==> config.mk <==
export PLATFORM = sky130hd
export DESIGN_NAME = ptr_i2c_slave
export DESIGN_NICKNAME = d
export VERILOG_FILES = /design/src/rtl/ptr_i2c_pkg.sv /design/src/rtl/i2c_line_sync.sv /design/src/rtl/strap_addr_latch.sv /design/src/rtl/ptr_reg_bank.sv /design/src/rtl/ptr_i2c_slave.sv
export SDC_FILE = /design/constraint.sdc
export NUM_CORES = 1
export LEC_CHECK = 0
export CORE_MARGIN = 5
export CORE_UTILIZATION = 45
export CTS_BUF_LIST = sky130_fd_sc_hd__clkbuf_4
export DETAILED_ROUTE_END_ITERATION = 16
export SYNTH_ARGS = -nofsm -noshare
export SYNTH_HDL_FRONTEND = slang
export SYNTH_HIERARCHICAL = 1
export SYNTH_SLANG_ARGS = --single-unit
==> constraint.sdc <==
create_clock -name clk -period 2.9 [get_ports clk]
set_clock_uncertainty 0.1 [all_clocks]
set_input_delay 0.435 -clock clk [delete_from_list [all_inputs] [get_ports clk]]
set_output_delay 0.435 -clock clk [all_outputs]
set_load 0.01 [all_outputs]
==> src/rtl/ptr_i2c_pkg.sv <==
package ptr_i2c_pkg;
  typedef enum logic [2:0] {
    ST_IDLE,   // waiting for START
    ST_RX,     // shifting in a byte
    ST_ACK,    // driving acknowledge on ninth pulse
    ST_TX,     // shifting out a byte
    ST_MACK,   // waiting for master acknowledge sample
    ST_MEND    // waiting for end of master acknowledge pulse
  } st_t;

  typedef enum logic [1:0] {
    BY_ADDR,
    BY_PTR,
    BY_DATA
  } by_t;
endpackage

==> src/rtl/i2c_line_sync.sv <==
module i2c_line_sync #(
  parameter int STAGES = 2
) (
  input  logic clk,
  input  logic rst_n,
  input  logic scl_i,
  input  logic sda_i,
  output logic sda_o,
  output logic scl_rise,
  output logic scl_fall,
  output logic start_det,
  output logic stop_det
);
  logic [STAGES-1:0] scl_pipe, sda_pipe;
  logic scl_d, sda_d;
  logic scl_s, sda_s;

  assign scl_s = scl_pipe[STAGES-1];
  assign sda_s = sda_pipe[STAGES-1];

  always_ff @(posedge clk or negedge rst_n) begin
    if (!rst_n) begin
      scl_pipe <= '1;
      sda_pipe <= '1;
      scl_d    <= 1'b1;
      sda_d    <= 1'b1;
    end else begin
      scl_pipe <= {scl_pipe[STAGES-2:0], scl_i};
      sda_pipe <= {sda_pipe[STAGES-2:0], sda_i};
      scl_d    <= scl_s;
      sda_d    <= sda_s;
    end
  end

  assign sda_o     = sda_s;
  assign scl_rise  = scl_s & ~scl_d;
  assign scl_fall  = ~scl_s & scl_d;
  assign start_det = scl_s & scl_d & sda_d & ~sda_s;
  assign stop_det  = scl_s & scl_d & ~sda_d & sda_s;
endmodule

==> src/rtl/strap_addr_latch.sv <==
module strap_addr_latch #(
  parameter int ADDR_W  = 7,
  parameter int STRAP_W = 3,
  parameter logic [ADDR_W-STRAP_W-1:0] ADDR_HI = 4'b1001
) (
  input  logic               clk,
  input  logic               rst_n,
  input  logic               capture,
  input  logic [STRAP_W-1:0] strap_i,
  output logic [ADDR_W-1:0]  addr_o
);
  logic              init_pend;
  logic [STRAP_W-1:0] strap_q;
  logic              load;

  assign load = init_pend | capture;

  always_ff @(posedge clk or negedge rst_n) begin
    if (!rst_n) begin
      init_pend <= 1'b1;
      strap_q   <= '0;
    end else begin
      init_pend <= 1'b0;
      if (load) strap_q <= strap_i;
    end
  end

  assign addr_o = {ADDR_HI, strap_q};
endmodule

==> src/rtl/ptr_reg_bank.sv <==
module ptr_reg_bank #(
  parameter int NREG     = 4,
  parameter int DW       = 8,
  parameter int RST_BASE = 'hA0,
  localparam int IDXW    = $clog2(NREG)
) (
  input  logic            clk,
  input  logic            rst_n,
  input  logic            wr_en,
  input  logic [IDXW-1:0] idx,
  input  logic [DW-1:0]   wdata,
  output logic [DW-1:0]   rdata
);
  logic [DW-1:0] q_arr [NREG];

  for (genvar g = 0; g < NREG; g++) begin : g_reg
    localparam logic [DW-1:0] RV = DW'(RST_BASE + g);
    logic [DW-1:0] q;
    logic          we;
    assign we = wr_en && (idx == IDXW'(g));
    always_ff @(posedge clk or negedge rst_n) begin
      if (!rst_n)  q <= RV;
      else if (we) q <= wdata;
    end
    assign q_arr[g] = q;
  end

  assign rdata = q_arr[idx];
endmodule

==> src/rtl/ptr_i2c_slave.sv <==
module ptr_i2c_slave
  import ptr_i2c_pkg::*;
#(
  parameter int NREG        = 4,
  parameter int SYNC_STAGES = 2,
  parameter int ADDR_W      = 7,
  parameter int STRAP_W     = 3,
  parameter logic [ADDR_W-STRAP_W-1:0] ADDR_HI = 4'b1001,
  parameter int RST_BASE    = 'hA0
) (
  input  logic               clk,
  input  logic               rst_n,
  input  logic               scl_i,
  input  logic               sda_i,
  input  logic [STRAP_W-1:0] strap_i,
  output logic               sda_pull_o
);
  localparam int BW   = ADDR_W + 1;
  localparam int IDXW = $clog2(NREG);
  localparam int CW   = $clog2(BW + 1);
  localparam logic [CW-1:0] LAST = CW'(BW);

  logic sda_s, scl_rise, scl_fall, start_det, stop_det;
  logic [ADDR_W-1:0] addr_lat;
  logic [BW-1:0]     rdata;
  logic              wr_en;

  st_t             state, n_state;
  by_t             kind, n_kind;
  logic [CW-1:0]   cnt, n_cnt;
  logic [BW-1:0]   sh, n_sh;
  logic [IDXW-1:0] ptr_q, n_ptr;
  logic            rw, n_rw, mack, n_mack, pull, n_pull;

  i2c_line_sync #(.STAGES(SYNC_STAGES)) u_sync (
    .clk(clk), .rst_n(rst_n), .scl_i(scl_i), .sda_i(sda_i),
    .sda_o(sda_s), .scl_rise(scl_rise), .scl_fall(scl_fall),
    .start_det(start_det), .stop_det(stop_det)
  );

  strap_addr_latch #(.ADDR_W(ADDR_W), .STRAP_W(STRAP_W), .ADDR_HI(ADDR_HI)) u_addr (
    .clk(clk), .rst_n(rst_n), .capture(start_det), .strap_i(strap_i), .addr_o(addr_lat)
  );

  ptr_reg_bank #(.NREG(NREG), .DW(BW), .RST_BASE(RST_BASE)) u_bank (
    .clk(clk), .rst_n(rst_n), .wr_en(wr_en), .idx(ptr_q), .wdata(sh), .rdata(rdata)
  );

  always_comb begin
    n_state = state;
    n_kind  = kind;
    n_cnt   = cnt;
    n_sh    = sh;
    n_ptr   = ptr_q;
    n_rw    = rw;
    n_mack  = mack;
    n_pull  = pull;
    wr_en   = 1'b0;
    unique case (state)
      ST_IDLE: ;
      ST_RX: begin
        if (scl_rise) begin
          n_sh  = {sh[BW-2:0], sda_s};
          n_cnt = cnt + 1'b1;
        end else if (scl_fall && cnt == LAST) begin
          unique case (kind)
            BY_ADDR: begin
              if (sh[BW-1:1] == addr_lat) begin
                n_rw    = sh[0];
                n_state = ST_ACK;
                n_pull  = 1'b1;
              end else begin
                n_state = ST_IDLE;
              end
            end
            BY_PTR: begin
              n_ptr   = sh[IDXW-1:0];
              n_state = ST_ACK;
              n_pull  = 1'b1;
            end
            default: begin
              wr_en   = 1'b1;
              n_state = ST_ACK;
              n_pull  = 1'b1;
            end
          endcase
        end
      end
      ST_ACK: begin
        if (scl_fall) begin
          n_cnt = '0;
          if (kind == BY_ADDR && rw) begin
            n_state = ST_TX;
            n_sh    = rdata;
            n_pull  = ~rdata[BW-1];
          end else begin
            n_state = ST_RX;
            n_pull  = 1'b0;
            n_kind  = (kind == BY_ADDR) ? BY_PTR : BY_DATA;
          end
        end
      end
      ST_TX: begin
        if (scl_fall) begin
          if (cnt == LAST - 1'b1) begin
            n_state = ST_MACK;
            n_pull  = 1'b0;
          end else begin
            n_sh   = {sh[BW-2:0], 1'b0};
            n_pull = ~sh[BW-2];
            n_cnt  = cnt + 1'b1;
          end
        end
      end
      ST_MACK: begin
        if (scl_rise) begin
          n_mack  = ~sda_s;
          n_state = ST_MEND;
        end
      end
      ST_MEND: begin
        if (scl_fall) begin
          if (mack) begin
            n_state = ST_TX;
            n_cnt   = '0;
            n_sh    = rdata;
            n_pull  = ~rdata[BW-1];
          end else begin
            n_state = ST_IDLE;
          end
        end
      end
      default: n_state = ST_IDLE;
    endcase
    if (stop_det) begin
      n_state = ST_IDLE;
      n_pull  = 1'b0;
    end
    if (start_det) begin
      n_state = ST_RX;
      n_kind  = BY_ADDR;
      n_cnt   = '0;
      n_pull  = 1'b0;
    end
  end

  always_ff @(posedge clk or negedge rst_n) begin
    if (!rst_n) begin
      state <= ST_IDLE;
      kind  <= BY_ADDR;
      cnt   <= '0;
      sh    <= '0;
      ptr_q <= '0;
      rw    <= 1'b0;
      mack  <= 1'b0;
      pull  <= 1'b0;
    end else begin
      state <= n_state;
      kind  <= n_kind;
      cnt   <= n_cnt;
      sh    <= n_sh;
      ptr_q <= n_ptr;
      rw    <= n_rw;
      mack  <= n_mack;
      pull  <= n_pull;
    end
  end

  assign sda_pull_o = pull;
endmodule

==> results.toml, run 1 <==
[sta]
max_freq_mhz = 405
hold_violations = 0
worst_slack_ps = 431
period_share = 0.851
worstMarginPinSlew_ps = 803
setup_tns_ps = 0
rsz0062_at_grt = "false"
relSlewSlack = 0.465
fin_crit_ps = 2470
finalSetupViolCount = 0
drv_slew = 0

[die]
dieArea_um2 = 8990
fp.dieH_um = 94.8
start_util = 0.454
die_w_um = 94.8
core_area_um2 = 7140
rows = 31
num_io_pins = 8

[route]
viasPerCell = 5.36
first_pass_iters = 4
drcViolationCount = 0
dr_total_vias = 2041
drt_wl_total_um = 6230
drt_iter0_drc = 97
drtAntennaViolNets = 0
wl_per_cell_um = 16.4

[layout]
fillers = 659
antenna_cells = 0
utilization = 0.492
nNetsFinal = 286
layout-drive-gt1-share = 0.340
syn_to_final_growth_pct = 8.46
finalInstanceArea_um2 = 3510

[critical_path]
crit_required_ps = 3080
worstSetupEndpointType = "flop"
worst-path-buf-inv = 0
reg2reg_slack_ps = 430
crit_arrival_ps = 2650
cp_slowest_stage_delay_ps = 560
startpoint_type = "flop"
worstSetupPathType = "reg -> reg"
path_max_fanout = 8
cp_slowest_cell = "dfstp_2"
r2r_end = "u_bank/g_reg[0].q[1]"
rr_startpoint = "u_sync/scl_d"
ff2ff_path_depth = 6
crit_chain = "nor2b_1 > nand2b_1 > nor4_2 > and2_1 > nor3b_4 > mux2_2"
cp_top_family = "simple AND/OR/NAND/NOR gates"
crit_cells = 6

[global_routing]
grt_pass1_vias = 2100
grt_max_degree = 65
grt_pass1_wl_um = 10800
grt_antenna_before_repair = 0
overflow = 0
grtUsageTotal = 0.161

[cts]
clock-sinks = 64
cts_root_buffer = "clkbuf_4"
clkTransAtPathRegs_ps = 110
ctsResizeCount = 0
clock_latency_ps = 400
post-cts-setup-buffer-count = 0
htreeDepth = 3
cts_tree = "built"
cts_buffers = 9
clockBufferDepth = 2
hold_buffers = 0

[synth]
syn_area_per_cell_um2 = 12.4
ys.warnings.count = 6
synth-edff-count = 0
synthDistinctLibCells = 58
ys_ff_latch = 64
ys.flop_type = "dfrtp_1"
synth_area_leaders = "dfrtp_1, dfstp_2, mux2_2, mux4_2, mux2i_1"
netlist.area_leader.share = 0.348
synthArstFlopShare = 1.00
synthesis.area_um2 = 3240
seq_area_frac_synth = 0.502
synth_cells = 262
yosys.area.top_type = "dfrtp_1"

[status]
status = "completed"

[place]
placed_area_um2 = 3400
dp_slack_ps = 417
hpwlAfterDp_um = 4100
numPortBuffers = 7
gp_congestion = 0.855

[power]
power.leakage_nw = 1.54
power.density_nw_per_um2 = 608
ir_worst_vdd_uv = 303

[min_path]
min-delay-path-class = "in -> async"

[run]
drv_cap = 0
cells by family (layout without fill, tap and decap cells):
kind of cell	after synthesis	after routing	synth area share
other cells	2	5	0.00232
simple gates	71	71	0.129
compound gates	40	40	0.0808
xor+xnor	7	7	0.0189
fa+ha+maj	2	2	0.00773
mux	56	56	0.222
flops	64	64	0.502
buf+inv	20	37	0.0375
flip-flops by register name, indices dropped and copies added, names as in the netlist:
register,count
u_addr/init_pend,1
sda_pull_o,1
mack,1
ptr_q,2
state,3
u_sync/scl_d,1
cnt,4
sh,8
u_sync/sda_d,1
u_sync/sda_pipe,2
u_sync/scl_pipe,2
u_bank/g.q,32
u_addr/strap_q,3
kind,2
rw,1
worst max-delay path by stage:
stage / from / end / slack, ps
finish: u_sync/scl_d / u_bank/g_reg[0].q[1] / 430
global placement: u_sync/scl_d / u_bank/g_reg[0].q[6] / 470
detailed placement: u_sync/scl_d / u_bank/g_reg[0].q[6] / 420
global route: u_sync/scl_d / u_bank/g_reg[0].q[0] / 230
floorplan: u_sync/scl_d / u_bank/g_reg[0].q[0] / 420
CTS: u_sync/scl_d / u_bank/g_reg[0].q[0] / 390
worst reg2reg max path: stages, from the launching register on:
cell and delay, ps:
dfstp_2 560, nor2b_1 180, nand2b_1 110, nor4_2 280, and2_1 290, nor3b_4 460, mux2_2 390
stage by stage:
step	cells	power, mW	hold WS (ps)
floorplan	265	1.50	39.4
global placement	365	1.64	248
detailed placement	365	1.65	249
CTS	381	2.17	112
global route	381	2.31	132
finish	381	2.13	97.5
area by class of cell:
class,count,area [um2],area share
multi-input combinational,181,1500,0.428
sequential,64,1630,0.463
clock inverter,6,37.5,0.0107
clock buffer,10,75.1,0.0214
inverter,6,22.5,0.00641
timing repair buffer,15,125,0.0356
tap,99,124,0.0353
cell usage after synthesis, drive strengths merged (2+ instances only):
| master | n |
|---|---|
| or3b | 2 |
| inv | 6 |
| a21boi | 3 |
| nand3b | 4 |
| o21ai | 12 |
| nor2 | 17 |
| nor4 | 2 |
| buf | 12 |
| mux2i | 10 |
| a21oi | 8 |
| mux2 | 38 |
| ha | 2 |
| clkbuf | 2 |
| mux4 | 8 |
| dfrtp | 45 |
| nand2 | 18 |
| nand2b | 3 |
| conb | 2 |
| nor2b | 4 |
| nand3 | 5 |
| and4b | 2 |
| dfstp | 19 |
| o31ai | 5 |
| xor2 | 3 |
| nor3 | 3 |
| xnor2 | 4 |
| nor3b | 2 |
placed cells by master, fill, tap and decap left out, types with 3 or more instances in the layout:
cell,count
nand3_1,4
inv_1,6
dfrtp_1,45
nor2b_1,4
o31ai_1,5
conb_1,5
a21boi_0,3
mux4_1,3
mux2_2,38
nor2_1,16
nand2_1,18
nor3_1,3
mux2i_1,10
xnor2_1,4
dfstp_2,19
clkbuf_4,10
a21oi_1,8
buf_4,8
xor2_1,3
clkdlybuf4s50_1,6
o21ai_0,10
mux4_2,5
report_power, final:
| group | leakage [nW] | switching (mW) | total [mW] | internal, mW |
|---|---|---|---|---|
| Sequential | 0.801 | 0.143 | 1.14 | 0.995 |
| Clock | 0.0598 | 0.323 | 0.505 | 0.181 |
| Combinational | 0.681 | 0.272 | 0.491 | 0.219 |
| Total | 1.54 | 0.739 | 2.13 | 1.40 |
layer usage:
| layer | global-route usage | up-vias | part of all wire |
|---|---|---|---|
| li1 | - | 981 | - |
| met1 | 0.206 | 1016 | 0.45 |
| met2 | 0.267 | 37 | 0.51 |
| met3 | 0.0502 | 7 | 0.031 |
| met4 | 0.0397 | 0 | 0.011 |
| met5 | 0 | - | 0 |
(Power assumes the default switching activity.)
==> run 2, diff against run 1 <==
--- a/config.mk
+++ b/config.mk
@@ -9,6 +9,7 @@
 export CORE_UTILIZATION = 45
 export CTS_BUF_LIST = sky130_fd_sc_hd__clkbuf_4
 export DETAILED_ROUTE_END_ITERATION = 16
+export SETUP_SLACK_MARGIN = 0.15
 export SYNTH_ARGS = -nofsm -noshare
 export SYNTH_HDL_FRONTEND = slang
 export SYNTH_HIERARCHICAL = 1
==> constraint.sdc (replaced) <==
create_clock -name clk -period 2.9 [get_ports clk]
set_clock_uncertainty 0.1 [all_clocks]
set_input_delay 0.435 -clock clk [delete_from_list [all_inputs] [get_ports clk]]
set_output_delay 0.435 -clock clk [all_outputs]
set_load 0.05 [all_outputs]
==> results of run 2 <==
Same layout as run 1 (identical final DEF). Status: completed.
Main changes from that run: total power 2.13 mW -> 2.16 mW
